## src/rtl/urx_pkg.sv

```systemverilog
package urx_pkg;
  localparam int DATA_W     = 8;
  localparam int FRAME_BITS = DATA_W + 2;
  localparam int BIDX_W     = $clog2(FRAME_BITS);

  typedef enum logic [1:0] {
    PATH_IDLE  = 2'd0,
    PATH_RUN   = 2'd1,
    PATH_SPENT = 2'd2
  } path_state_e;
endpackage

```

## src/rtl/urx_sync.sv

```systemverilog
module urx_sync (
  input  logic clk_i,
  input  logic rst_ni,
  input  logic rx_i,
  output logic rx_s_o,
  output logic fall_o
);
  logic s1_q, s2_q, prev_q;

  always_ff @(posedge clk_i or negedge rst_ni) begin
    if (!rst_ni) begin
      s1_q   <= 1'b1;
      s2_q   <= 1'b1;
      prev_q <= 1'b1;
    end else begin
      s1_q   <= rx_i;
      s2_q   <= s1_q;
      prev_q <= s2_q;
    end
  end

  assign rx_s_o = s2_q;
  assign fall_o = prev_q & ~s2_q;
endmodule

```

## src/rtl/urx_path.sv

```systemverilog
module urx_path
  import urx_pkg::*;
#(
  parameter int CLKS_PER_BIT = 16
) (
  input  logic              clk_i,
  input  logic              rst_ni,
  input  logic              rx_s_i,
  input  logic              arm_i,
  input  logic              clear_i,
  output logic              idle_o,
  output logic              run_o,
  output logic              done_o,
  output logic              ok_o,
  output logic [DATA_W-1:0] data_o
);
  localparam int CW = $clog2(CLKS_PER_BIT);
  localparam logic [CW-1:0] PT_A    = CW'(CLKS_PER_BIT / 6);
  localparam logic [CW-1:0] PT_B    = CW'(CLKS_PER_BIT / 2);
  localparam logic [CW-1:0] PT_C    = CW'((5 * CLKS_PER_BIT) / 6);
  localparam logic [CW-1:0] CNT_MAX = CW'(CLKS_PER_BIT - 1);
  localparam logic [BIDX_W-1:0] STOP_IDX = BIDX_W'(FRAME_BITS - 1);

  path_state_e       state_q;
  logic [CW-1:0]     cnt_q;
  logic [BIDX_W-1:0] bidx_q;
  logic              smp_a_q, smp_b_q, err_q;
  logic [DATA_W-1:0] shift_q;
  logic              at_c, vote_bad;

  assign at_c     = (state_q == PATH_RUN) && (cnt_q == PT_C);
  assign vote_bad = at_c && !((smp_a_q == smp_b_q) && (smp_b_q == rx_s_i));
  assign done_o   = at_c && (bidx_q == STOP_IDX);
  assign ok_o     = done_o && !err_q && !vote_bad && rx_s_i;
  assign idle_o   = (state_q == PATH_IDLE);
  assign run_o    = (state_q == PATH_RUN);
  assign data_o   = shift_q;

  always_ff @(posedge clk_i or negedge rst_ni) begin
    if (!rst_ni) begin
      state_q <= PATH_IDLE;
      cnt_q   <= '0;
      bidx_q  <= '0;
      smp_a_q <= 1'b0;
      smp_b_q <= 1'b0;
      err_q   <= 1'b0;
      shift_q <= '0;
    end else if (arm_i) begin
      // edge cycle counts as offset 0 of the start bit
      state_q <= PATH_RUN;
      cnt_q   <= CW'(1);
      bidx_q  <= '0;
      err_q   <= 1'b0;
    end else if (clear_i) begin
      state_q <= PATH_IDLE;
    end else if (done_o) begin
      state_q <= PATH_SPENT;
    end else if (state_q == PATH_RUN) begin
      if (cnt_q == CNT_MAX) begin
        cnt_q  <= '0;
        bidx_q <= bidx_q + BIDX_W'(1);
      end else begin
        cnt_q <= cnt_q + CW'(1);
      end
      if (cnt_q == PT_A) smp_a_q <= rx_s_i;
      if (cnt_q == PT_B) smp_b_q <= rx_s_i;
      if (vote_bad) err_q <= 1'b1;
      if (at_c && bidx_q != '0) shift_q <= {rx_s_i, shift_q[DATA_W-1:1]};
    end
  end
endmodule

```

## src/rtl/urx_arbiter.sv

```systemverilog
module urx_arbiter #(
  parameter int NUM_PATHS = 10
) (
  input  logic [NUM_PATHS-1:0] idle_i,
  input  logic [NUM_PATHS-1:0] run_i,
  input  logic [NUM_PATHS-1:0] done_i,
  input  logic [NUM_PATHS-1:0] ok_i,
  input  logic                 fall_i,
  output logic [NUM_PATHS-1:0] arm_o,
  output logic [NUM_PATHS-1:0] win_o,
  output logic                 clear_o
);
  logic [NUM_PATHS-1:0] cand, first_idle, target, live_after;
  logic                 any_win, all_fail;

  // lowest set bit = earliest started engine
  assign cand       = done_i & ok_i;
  assign win_o      = cand & (~cand + NUM_PATHS'(1));
  assign first_idle = idle_i & (~idle_i + NUM_PATHS'(1));
  assign any_win    = |win_o;
  assign live_after = run_i & ~done_i;
  assign all_fail   = (|done_i) && !(|live_after) && !any_win;
  assign clear_o    = any_win || all_fail;
  assign target     = clear_o ? NUM_PATHS'(1) : first_idle;
  assign arm_o      = fall_i ? target : '0;
endmodule

```

## src/rtl/redundant_uart_rx.sv

```systemverilog
module redundant_uart_rx
  import urx_pkg::*;
#(
  parameter int CLKS_PER_BIT = 16,
  parameter int NUM_PATHS    = 10
) (
  input  logic              clk_i,
  input  logic              rst_ni,
  input  logic              rx_i,
  output logic [DATA_W-1:0] rx_data_o,
  output logic              valid_o
);
  logic                 rx_s, fall, clear;
  logic [NUM_PATHS-1:0] idle_vec, run_vec, done_vec, ok_vec, arm_vec, win_vec;
  logic [DATA_W-1:0]    path_data [NUM_PATHS];
  logic [DATA_W-1:0]    sel_data;

  urx_sync u_sync (
    .clk_i  (clk_i),
    .rst_ni (rst_ni),
    .rx_i   (rx_i),
    .rx_s_o (rx_s),
    .fall_o (fall)
  );

  for (genvar g = 0; g < NUM_PATHS; g++) begin : g_path
    urx_path #(.CLKS_PER_BIT(CLKS_PER_BIT)) u_path (
      .clk_i   (clk_i),
      .rst_ni  (rst_ni),
      .rx_s_i  (rx_s),
      .arm_i   (arm_vec[g]),
      .clear_i (clear),
      .idle_o  (idle_vec[g]),
      .run_o   (run_vec[g]),
      .done_o  (done_vec[g]),
      .ok_o    (ok_vec[g]),
      .data_o  (path_data[g])
    );
  end

  urx_arbiter #(.NUM_PATHS(NUM_PATHS)) u_arb (
    .idle_i  (idle_vec),
    .run_i   (run_vec),
    .done_i  (done_vec),
    .ok_i    (ok_vec),
    .fall_i  (fall),
    .arm_o   (arm_vec),
    .win_o   (win_vec),
    .clear_o (clear)
  );

  always_comb begin
    sel_data = '0;
    for (int i = 0; i < NUM_PATHS; i++) begin
      if (win_vec[i]) sel_data = sel_data | path_data[i];
    end
  end

  always_ff @(posedge clk_i or negedge rst_ni) begin
    if (!rst_ni) begin
      rx_data_o <= '0;
      valid_o   <= 1'b0;
    end else begin
      valid_o <= |win_vec;
      if (|win_vec) rx_data_o <= sel_data;
    end
  end
endmodule

```

## config.mk

```make
export PLATFORM = sky130hd
export DESIGN_NAME = redundant_uart_rx
export DESIGN_NICKNAME = d
export VERILOG_FILES = /design/src/rtl/urx_pkg.sv /design/src/rtl/urx_sync.sv /design/src/rtl/urx_path.sv /design/src/rtl/urx_arbiter.sv /design/src/rtl/redundant_uart_rx.sv
export SDC_FILE = /design/constraint.sdc
export NUM_CORES = 1
export LEC_CHECK = 0
export BUFFER_PORTS_ARGS = -buffer_cell sky130_fd_sc_hd__buf_4
export CORE_MARGIN = 4
export CORE_UTILIZATION = 35
export DETAILED_ROUTE_END_ITERATION = 12
export SLEW_MARGIN = 20
export SYNTH_ARGS = -nofsm -noshare
export SYNTH_HDL_FRONTEND = slang
export SYNTH_HIERARCHICAL = 1
export SYNTH_SLANG_ARGS = --single-unit
```

## constraint.sdc

```tcl
create_clock -name clk_i -period 7.45 [get_ports clk_i]
set_input_delay 1.49 -clock clk_i [delete_from_list [all_inputs] [get_ports clk_i]]
set_output_delay 1.49 -clock clk_i [all_outputs]
set_load 0.02 [all_outputs]
```

==> results of run 1 <==
## synth_stat cells, types with 9 or more instances
cell | n | area share
sky130_fd_sc_hd__a21oi_1 | 30 | 0.012
sky130_fd_sc_hd__a221oi_1 | 16 | 0.011
sky130_fd_sc_hd__a22o_1 | 17 | 0.012
sky130_fd_sc_hd__a22oi_1 | 9 | 0.0055
sky130_fd_sc_hd__and3_1 | 15 | 0.0076
sky130_fd_sc_hd__clkbuf_1 | 16 | 0.0049
sky130_fd_sc_hd__dfrtp_1 | 219 | 0.45
sky130_fd_sc_hd__ha_1 | 70 | 0.071
sky130_fd_sc_hd__inv_1 | 67 | 0.020
sky130_fd_sc_hd__mux2_2 | 103 | 0.095
sky130_fd_sc_hd__mux2i_1 | 24 | 0.020
sky130_fd_sc_hd__nand2_1 | 45 | 0.014
sky130_fd_sc_hd__nand2b_1 | 13 | 0.0066
sky130_fd_sc_hd__nand3_1 | 40 | 0.016
sky130_fd_sc_hd__nand4_1 | 23 | 0.012
sky130_fd_sc_hd__nand4b_1 | 18 | 0.013
sky130_fd_sc_hd__nor2_1 | 104 | 0.032
sky130_fd_sc_hd__nor2b_1 | 18 | 0.0092
sky130_fd_sc_hd__nor3_1 | 38 | 0.016
sky130_fd_sc_hd__nor3_4 | 10 | 0.013
sky130_fd_sc_hd__nor3b_2 | 10 | 0.010
sky130_fd_sc_hd__nor4_1 | 12 | 0.0061
sky130_fd_sc_hd__nor4b_1 | 10 | 0.0071
sky130_fd_sc_hd__o211ai_1 | 10 | 0.0061
sky130_fd_sc_hd__o21ai_0 | 20 | 0.0082
sky130_fd_sc_hd__or3_1 | 18 | 0.0092
sky130_fd_sc_hd__xnor2_1 | 17 | 0.012
sky130_fd_sc_hd__xor2_1 | 20 | 0.014
## metrics by stage
step | setup slack (ns) | cell area [µm²] | instances
after floorplan | 3.886 | 12270 | 1132
after global placement | 3.052 | 12840 | 1577
after detailed placement | 2.978 | 12840 | 1577
after CTS | 2.931 | 13660 | 1622
after global routing | 2.580 | 13660 | 1622
final | 2.974 | 13660 | 1622
## state kept, by name, indices dropped and copies added (netlist names)
name	flops
u_sync/rx_s_o	1
g_path.u_path/cnt_q	40
g_path.u_path/err_q	10
rx_data_o	8
u_sync/s1_q	1
valid_o	1
g_path.u_path/bidx_q	40
u_sync/prev_q	1
g_path.u_path/data_o	80
g_path.u_path/smp_a_q	10
g_path.u_path/state_q	20
g_path.u_path/smp_b_q	10
## layer usage
metal / share of wire / wire length [µm] / vias to the layer above / GRT usage
li1: - / - / 4152 / -
met1: 0.49 / 12700 / 4214 / 0.1961
met2: 0.47 / 12220 / 96 / 0.2291
met3: 0.026 / 670 / 33 / 0.01708
met4: 0.018 / 478 / 0 / 0.02664
met5: 0 / 0 / - / 0
## cells by family after synthesis
logic type | after synthesis | share of synthesized area
flip-flops | 222 | 0.4531
XOR/XNOR | 37 | 0.02641
adder cells (fa/ha/maj) | 70 | 0.07138
AND/OR/NAND/NOR | 416 | 0.2020
buffers and inverters | 100 | 0.03437
multiplexers | 127 | 0.1141
AO/OA/AOI/OAI | 160 | 0.09861
## where the power goes
part | switching [mW] | leakage [nW] | internal [mW]
logic | 0.483 | 2.88 | 0.382
registers | 0.198 | 2.99 | 1.38
clock network | 0.496 | 0.401 | 0.734
## cell type report
| type | count | area [µm²] | share of cell area |
|---|---|---|---|
| clock buffers | 36 | 708.2 | 0.05183 |
| inverters | 70 | 266.5 | 0.01950 |
| repair buffers | 20 | 157.7 | 0.01154 |
| multi-input cells | 810 | 6289 | 0.4602 |
| flip-flops and latches | 222 | 5559 | 0.4068 |
| clock inverters | 9 | 115.1 | 0.008424 |
| well taps | 455 | 569.3 | 0.04166 |
## final timing paths
path | start | end | slack [ns] | depth (start not counted)
max | g_path[0].u_path/cnt_q[1]$_DFFE_PN0P_ | g_path[8].u_path/data_o[0]$_DFFE_PN0P_ | 2.97 | 12
min | u_sync/s1_q$_DFF_PN1_ | u_sync/rx_s_o$_DFF_PN1_ | 0.36 | 0
max reg2reg | g_path[0].u_path/cnt_q[1]$_DFFE_PN0P_ | g_path[8].u_path/data_o[0]$_DFFE_PN0P_ | 2.97 | 12
min reg2reg | u_sync/s1_q$_DFF_PN1_ | u_sync/rx_s_o$_DFF_PN1_ | 0.36 | 0
max in group asynchronous | rst_ni | g_path[5].u_path/smp_b_q$_DFFE_PN0P_ | 5.02 | 2
min in group asynchronous | rst_ni | g_path[7].u_path/bidx_q[0]$_DFFE_PN0P_ | 0.97 | 1
==> impl_summary.txt, run 1 <==
----------------------------------------------------
[Drt]
  Violation count after the first detailed-routing iteration ... approximately 470
  Vias after detailed routing ... about 8500
  Total wire length after detailed routing ... approximately 26000 µm
  Mean number of vias per cell ... ~5.2
  Drc violations ... 0
  Total iterations of the first detailed-routing run ... 5
  Post-DRT Antenna Nets ... 0
  Routed length per instance ... about 16 µm

[Global route]
  Maximum number of pins on one net before global-route repair ... 89
  GR Util All Layers ... 0.1379
  Vias in the first global route ... approximately 8600
  Aggregate global routing overflow ... 0
  Global-route wire length before repair ... roughly 45000 µm
  Antenna violations before repair ... 0

[Job]
  Max-cap check violation count ... 0

[Yosys]
  Post-synth cell types ... 64
  Net count of the mapped netlist ... 1205
  EDFF count, synth ... 0
  Cells after Synth ... roughly 1100
  Total number of yosys warnings ... 6
  Flops & latches, synth ... about 220
  Share of the yosys chip area belonging to registers ... 0.4531
  Mapped Avg Cell Area ... 10.84 µm²
  Post-Synthesis Cell Area ... about 0.012 mm²
  Top FF cell, synth ... sky130_fd_sc_hd__dfrtp_1
  Async S/R FF share, synth ... 1.000

[Place]
  Weighted congestion at the end of routability-driven global placement ... a little over 0.8
  Count of buffers inserted at the top-level ports ... 11
  Placed wire-length estimate ... around 19000 µm

[Run status]
  Result of the run ... finished clean

[Timing]
  Clock Skew ... about 0.019 ns
  Final critical-path required period ... ~4.5 ns
  Rel. slew slack ... 0.3701
  RSZ-0062 raised after global routing ... false
  Hold_ws ... 0.3561 ns
  Sum of negative setup slack ... 0 ns
  Maximum frequency from static timing analysis ... 223.4 MHz
  Worst-margin pin slew ... ~0.94 ns
  Slew Viols, Final ... 0
  Final count of hold timing violations ... 0
  Fin crit share ... 0.6008
  Number of setup violations in the final report ... 0

[Clocking]
  Largest buffer count on any clock path ... 3
  Worst-path clk slew ... 0.06 ns
  Post-CTS setup buffers ... 0
  Number of CTS-inserted buffers ... 26
  Clock tree from TritonCTS ... done
  Number of instances resized during post-cts repair ... 0
  Clock latency on the worst-skew pair ... 0.53 ns
  Maximum level of the CTS H-tree ... 1
  Master cell of the clock root buffer ... sky130_fd_sc_hd__clkbuf_16
  Number of clock sinks ... 222
  Count of hold-fix buffers inserted at cts ... 0

[Finish]
  Filler cell count ... roughly 3400
  Antenna Diode Count ... 0
  Post-layout util ... 0.3956
  Commonest cells after routing, fill and taps aside ... sky130_fd_sc_hd__dfrtp_1 (219), sky130_fd_sc_hd__nor2_1 (104), sky130_fd_sc_hd__mux2_2 (103), sky130_fd_sc_hd__ha_1 (70), sky130_fd_sc_hd__inv_1 (67)
  Layout overhead on the synthesized area ... 11.37%
  Layout net count ... approximately 1200
  Fraction of final layout cells sized beyond drive strength 1 ... 0.1919
  Most common library cell in the layout ignoring fill and taps ... sky130_fd_sc_hd__dfrtp_1

[Floorplan]
  Number of top-level design ports ... 12
  Starting density of the core ... 0.3552
  FP Rows ... just under 70
  Vert. Die Dim ... 195.2 µm
  Die ar. ... between 0.03 and 0.04 mm²
  Overall die width ... ~200 µm
  CORE AREA ... 0.03454 mm²

[Critical path]
  CP max stage delay ... roughly 0.69 ns
  Cell breakdown of the critical path ... inv_1 -> ha_1 -> nand4b_1 -> nor2_1 -> a222oi_1 -> and4_4 -> nand3_4 -> or2_2 -> nor3b_2 -> nand2_1 -> nor3_4 -> mux2_2
  Setup CP Type ... flip-flop to flip-flop
  CP Buf/Inv Count ... 1
  Critical path endpoint category ... flip-flop
  Cell class contributing the biggest share of worst-path delay ... simple AND/OR/NAND/NOR gates
  Critical Path Fanout Max ... 37
  Required time at the endpoint of the critical path ... between 7 and 8 ns
  Startpoint type of the worst setup path ... flip-flop
  Crit path DAT ... slightly below 5 ns
  Cell at the slowest stage of the critical path ... sky130_fd_sc_hd__or2_2

[Pwr]
  Total design power ... about 3.7 mW
  Pwr per Cell Area ... about 270 mW/mm²
  Leak Pwr ... around 6.3 nW
  Max VDD drop ... 193.2 µV

[Min path]
  Tightest Hold Check Type ... flip-flop to flip-flop

----------------------------------------------------
(Power assumes the default switching activity.)
==> run 2: changes to the inputs <==
==> constraint.sdc (replaced) <==
create_clock -name clk_i -period 4.25 [get_ports clk_i]
set_input_delay 0.85 -clock clk_i [delete_from_list [all_inputs] [get_ports clk_i]]
set_output_delay 0.85 -clock clk_i [all_outputs]
set_load 0.02 [all_outputs]
==> impl_summary.txt, run 2 (same netlist as run 1, synthesis figures left out) <==
----------------------------------------------------
[Critical path]
  Required time at the endpoint of the critical path ... approximately 4.7 ns
  Setup CP Type ... flip-flop to flip-flop
  Critical path endpoint category ... flip-flop
  Startpoint type of the worst setup path ... flip-flop
  Flop-to-flop setup slack ... around 0.085 ns
  Critical Path Fanout Max ... 17
  Crit path DAT ... roughly 4.6 ns

[Finish]
  Commonest cells after routing, fill and taps aside ... sky130_fd_sc_hd__dfrtp_1 (219), sky130_fd_sc_hd__nor2_1 (104), sky130_fd_sc_hd__mux2_2 (103), sky130_fd_sc_hd__ha_1 (70), sky130_fd_sc_hd__inv_1 (67)
  Most common library cell in the layout ignoring fill and taps ... sky130_fd_sc_hd__dfrtp_1
  Antenna Diode Count ... 0
  Layout overhead on the synthesized area ... 15.11%
  Layout net count ... 1253
  Number of flip-flops in the largest register ... 80
  Fraction of final layout cells sized beyond drive strength 1 ... 0.2200
  Non-filler instance count after layout ... around 1700
  Filler cell count ... 3346
  Post-layout util ... 0.4089

[Timing]
  Final critical-path required period ... 4.165 ns
  Fin crit share ... 0.9799
  Final count of hold timing violations ... 0
  Clock Skew ... around 0.0099 ns
  Rel. slew slack ... 0.4730
  Worst-margin pin slew ... between 0.7 and 0.8 ns
  Maximum frequency from static timing analysis ... ~240 MHz
  Number of setup violations in the final report ... 0
  Slew Viols, Final ... 0

[Pwr]
  Clk pwr share ... 0.359
  Pwr per Cell Area ... approximately 480 mW/mm²
  Net Sw Frac ... 0.3121
  Total design power ... a little under 7 mW
  Switching power of the nets ... around 2.1 mW
  Max VDD drop ... 368.8 µV
  Cell internal power dissipation ... 4.624 mW
  Fraction of power consumed by sequential logic ... 0.413
  Power share of the combinational group ... 0.229
  Leak Pwr ... between 6 and 7 nW

[Global route]
  Maximum number of pins on one net before global-route repair ... 103
  GR Util All Layers ... 0.1400
  Vias in the first global route ... 8604
  Aggregate global routing overflow ... 0
  Global-route wire length before repair ... 45170 µm
  Antenna violations before repair ... 0

[Clocking]
  Maximum level of the CTS H-tree ... 1
  Largest buffer count on any clock path ... 3
  Number of clock sinks ... between 200 and 250
  Worst-path clk slew ... around 0.060 ns
  Master cell of the clock root buffer ... sky130_fd_sc_hd__clkbuf_16
  Clock latency on the worst-skew pair ... ~0.53 ns
  Number of CTS-inserted buffers ... 26
  Clock tree from TritonCTS ... done

[Drt]
  Total iterations of the first detailed-routing run ... 6
  Routed length per instance ... 16.26 µm
  Post-DRT Antenna Nets ... 0
  Total wire length after detailed routing ... roughly 27000 µm
  Violation count after the first detailed-routing iteration ... 437
  Mean number of vias per cell ... around 5.2
  Vias after detailed routing ... around 8600
  Drc violations ... 0

[Place]
  Count of buffers inserted at the top-level ports ... 11
  Placed wire-length estimate ... 19260 µm
  Weighted congestion at the end of routability-driven global placement ... 0.8164
  Number of cells in the design after placement ... between 1500 and 2000

[Floorplan]
  Starting density of the core ... 0.3552
  Die ar. ... about 0.038 mm²
  CORE AREA ... about 0.035 mm²
  Overall die width ... around 200 µm
  FP Rows ... about 70
  Vert. Die Dim ... 195.2 µm
  Number of top-level design ports ... 12

[Job]
  Max-cap check violation count ... 0

[Min path]
  Tightest Hold Check Type ... primary input to asynchronous set/reset pin

[Run status]
  Result of the run ... finished clean

----------------------------------------------------
-- run 2: changes by cell type in the layout (fill, tap and decap cells not counted), moves of 2 or more --
| cell | change |
|---|---|
| sky130_fd_sc_hd__nor4b_2 | +2 |
| sky130_fd_sc_hd__nor4b_1 | -2 |
| sky130_fd_sc_hd__clkbuf_8 | +5 |
| sky130_fd_sc_hd__clkbuf_1 | -4 |
| sky130_fd_sc_hd__buf_12 | +8 |
| sky130_fd_sc_hd__buf_4 | +22 |
| sky130_fd_sc_hd__bufinv_16 | +2 |
-- run 2: power groups by stage --
stage          Combinational, mW  Clock [mW]  Sequential [mW]
2_1_floorplan               1.20           0             2.72
3_3_place_gp                1.51           0             2.79
5_1_grt                     1.77        2.57             2.83
4_1_cts                     1.56        2.48             2.77
6_report                    1.54        2.41             2.77
3_5_place_dp                1.54           0             2.80
-- run 2: final cells by class --
class / count / area, µm² / share of cell area
multi-input combinational: 810 / 6306 / 0.4465
sequential: 222 / 5559 / 0.3936
inverter: 70 / 266.5 / 0.01887
clock inverter: 10 / 152.6 / 0.01081
timing repair buffer: 50 / 483.0 / 0.03420
clock buffer: 38 / 787.0 / 0.05572
tap: 455 / 569.3 / 0.04031
-- run 2: per-stage QoR --
step           TNS, ns  hold WS, ns  setup slack [ns]  area (µm²)
6_report             0       0.3584           0.08526       14120
5_1_grt        -0.3371       0.3610          -0.03260       14120
4_1_cts              0       0.3614           0.08701       13980
3_5_place_dp         0       0.3530            0.1202       13040
3_3_place_gp         0       0.3534            0.2092       13040
2_1_floorplan        0       0.3452            0.6865       12270
-- run 2: what timing repair did --
item / 4_1_cts / 5_1_grt
buffers inserted: 0 / 7
gates resized for setup: 0 / 2
endpoints found under the hold margin: 0 / 0
hold buffers: 0 / 0
setup endpoints to repair: 0 / 66
-- run 2: path summary, 6_finish.rpt --
check	startpoint	to	cells past startpoint
setup / recovery	g_path[0].u_path/cnt_q[1]$_DFFE_PN0P_	g_path[9].u_path/smp_a_q$_DFFE_PN0P_	13
hold / removal	rst_ni	g_path[7].u_path/bidx_q[1]$_DFFE_PN0P_	1
min in group clk_i	u_sync/s1_q$_DFF_PN1_	u_sync/rx_s_o$_DFF_PN1_	0
setup reg to reg	g_path[0].u_path/cnt_q[1]$_DFFE_PN0P_	g_path[9].u_path/smp_a_q$_DFFE_PN0P_	13
hold reg to reg	u_sync/s1_q$_DFF_PN1_	u_sync/rx_s_o$_DFF_PN1_	0
max in group asynchronous	rst_ni	u_sync/prev_q$_DFF_PN1_	2
-- run 2: routing by layer --
metal  up-vias  global-route usage  wire length [µm]
met5         -                   0                 0
met4         0             0.02974               528
met3        32             0.01915               676
met2        80              0.2314             12840
met1      4331              0.1978             12870
li1       4204                   -                 -
-- run 2: worst max-delay path: stages, from the launching register on --
cell and delay (ns):
sky130_fd_sc_hd__dfrtp_1 0.40, sky130_fd_sc_hd__inv_1 0.09, sky130_fd_sc_hd__ha_1 0.21, sky130_fd_sc_hd__nand4b_1 0.23, sky130_fd_sc_hd__nor3_1 0.12, sky130_fd_sc_hd__a222oi_1 0.58
sky130_fd_sc_hd__and4_4 0.36, sky130_fd_sc_hd__nand3_4 0.13, sky130_fd_sc_hd__or2_2 0.46, sky130_fd_sc_hd__buf_12 0.21, sky130_fd_sc_hd__nor3b_2 0.25, sky130_fd_sc_hd__nand2_1 0.18
sky130_fd_sc_hd__nor4b_1 0.44, sky130_fd_sc_hd__mux2_2 0.38
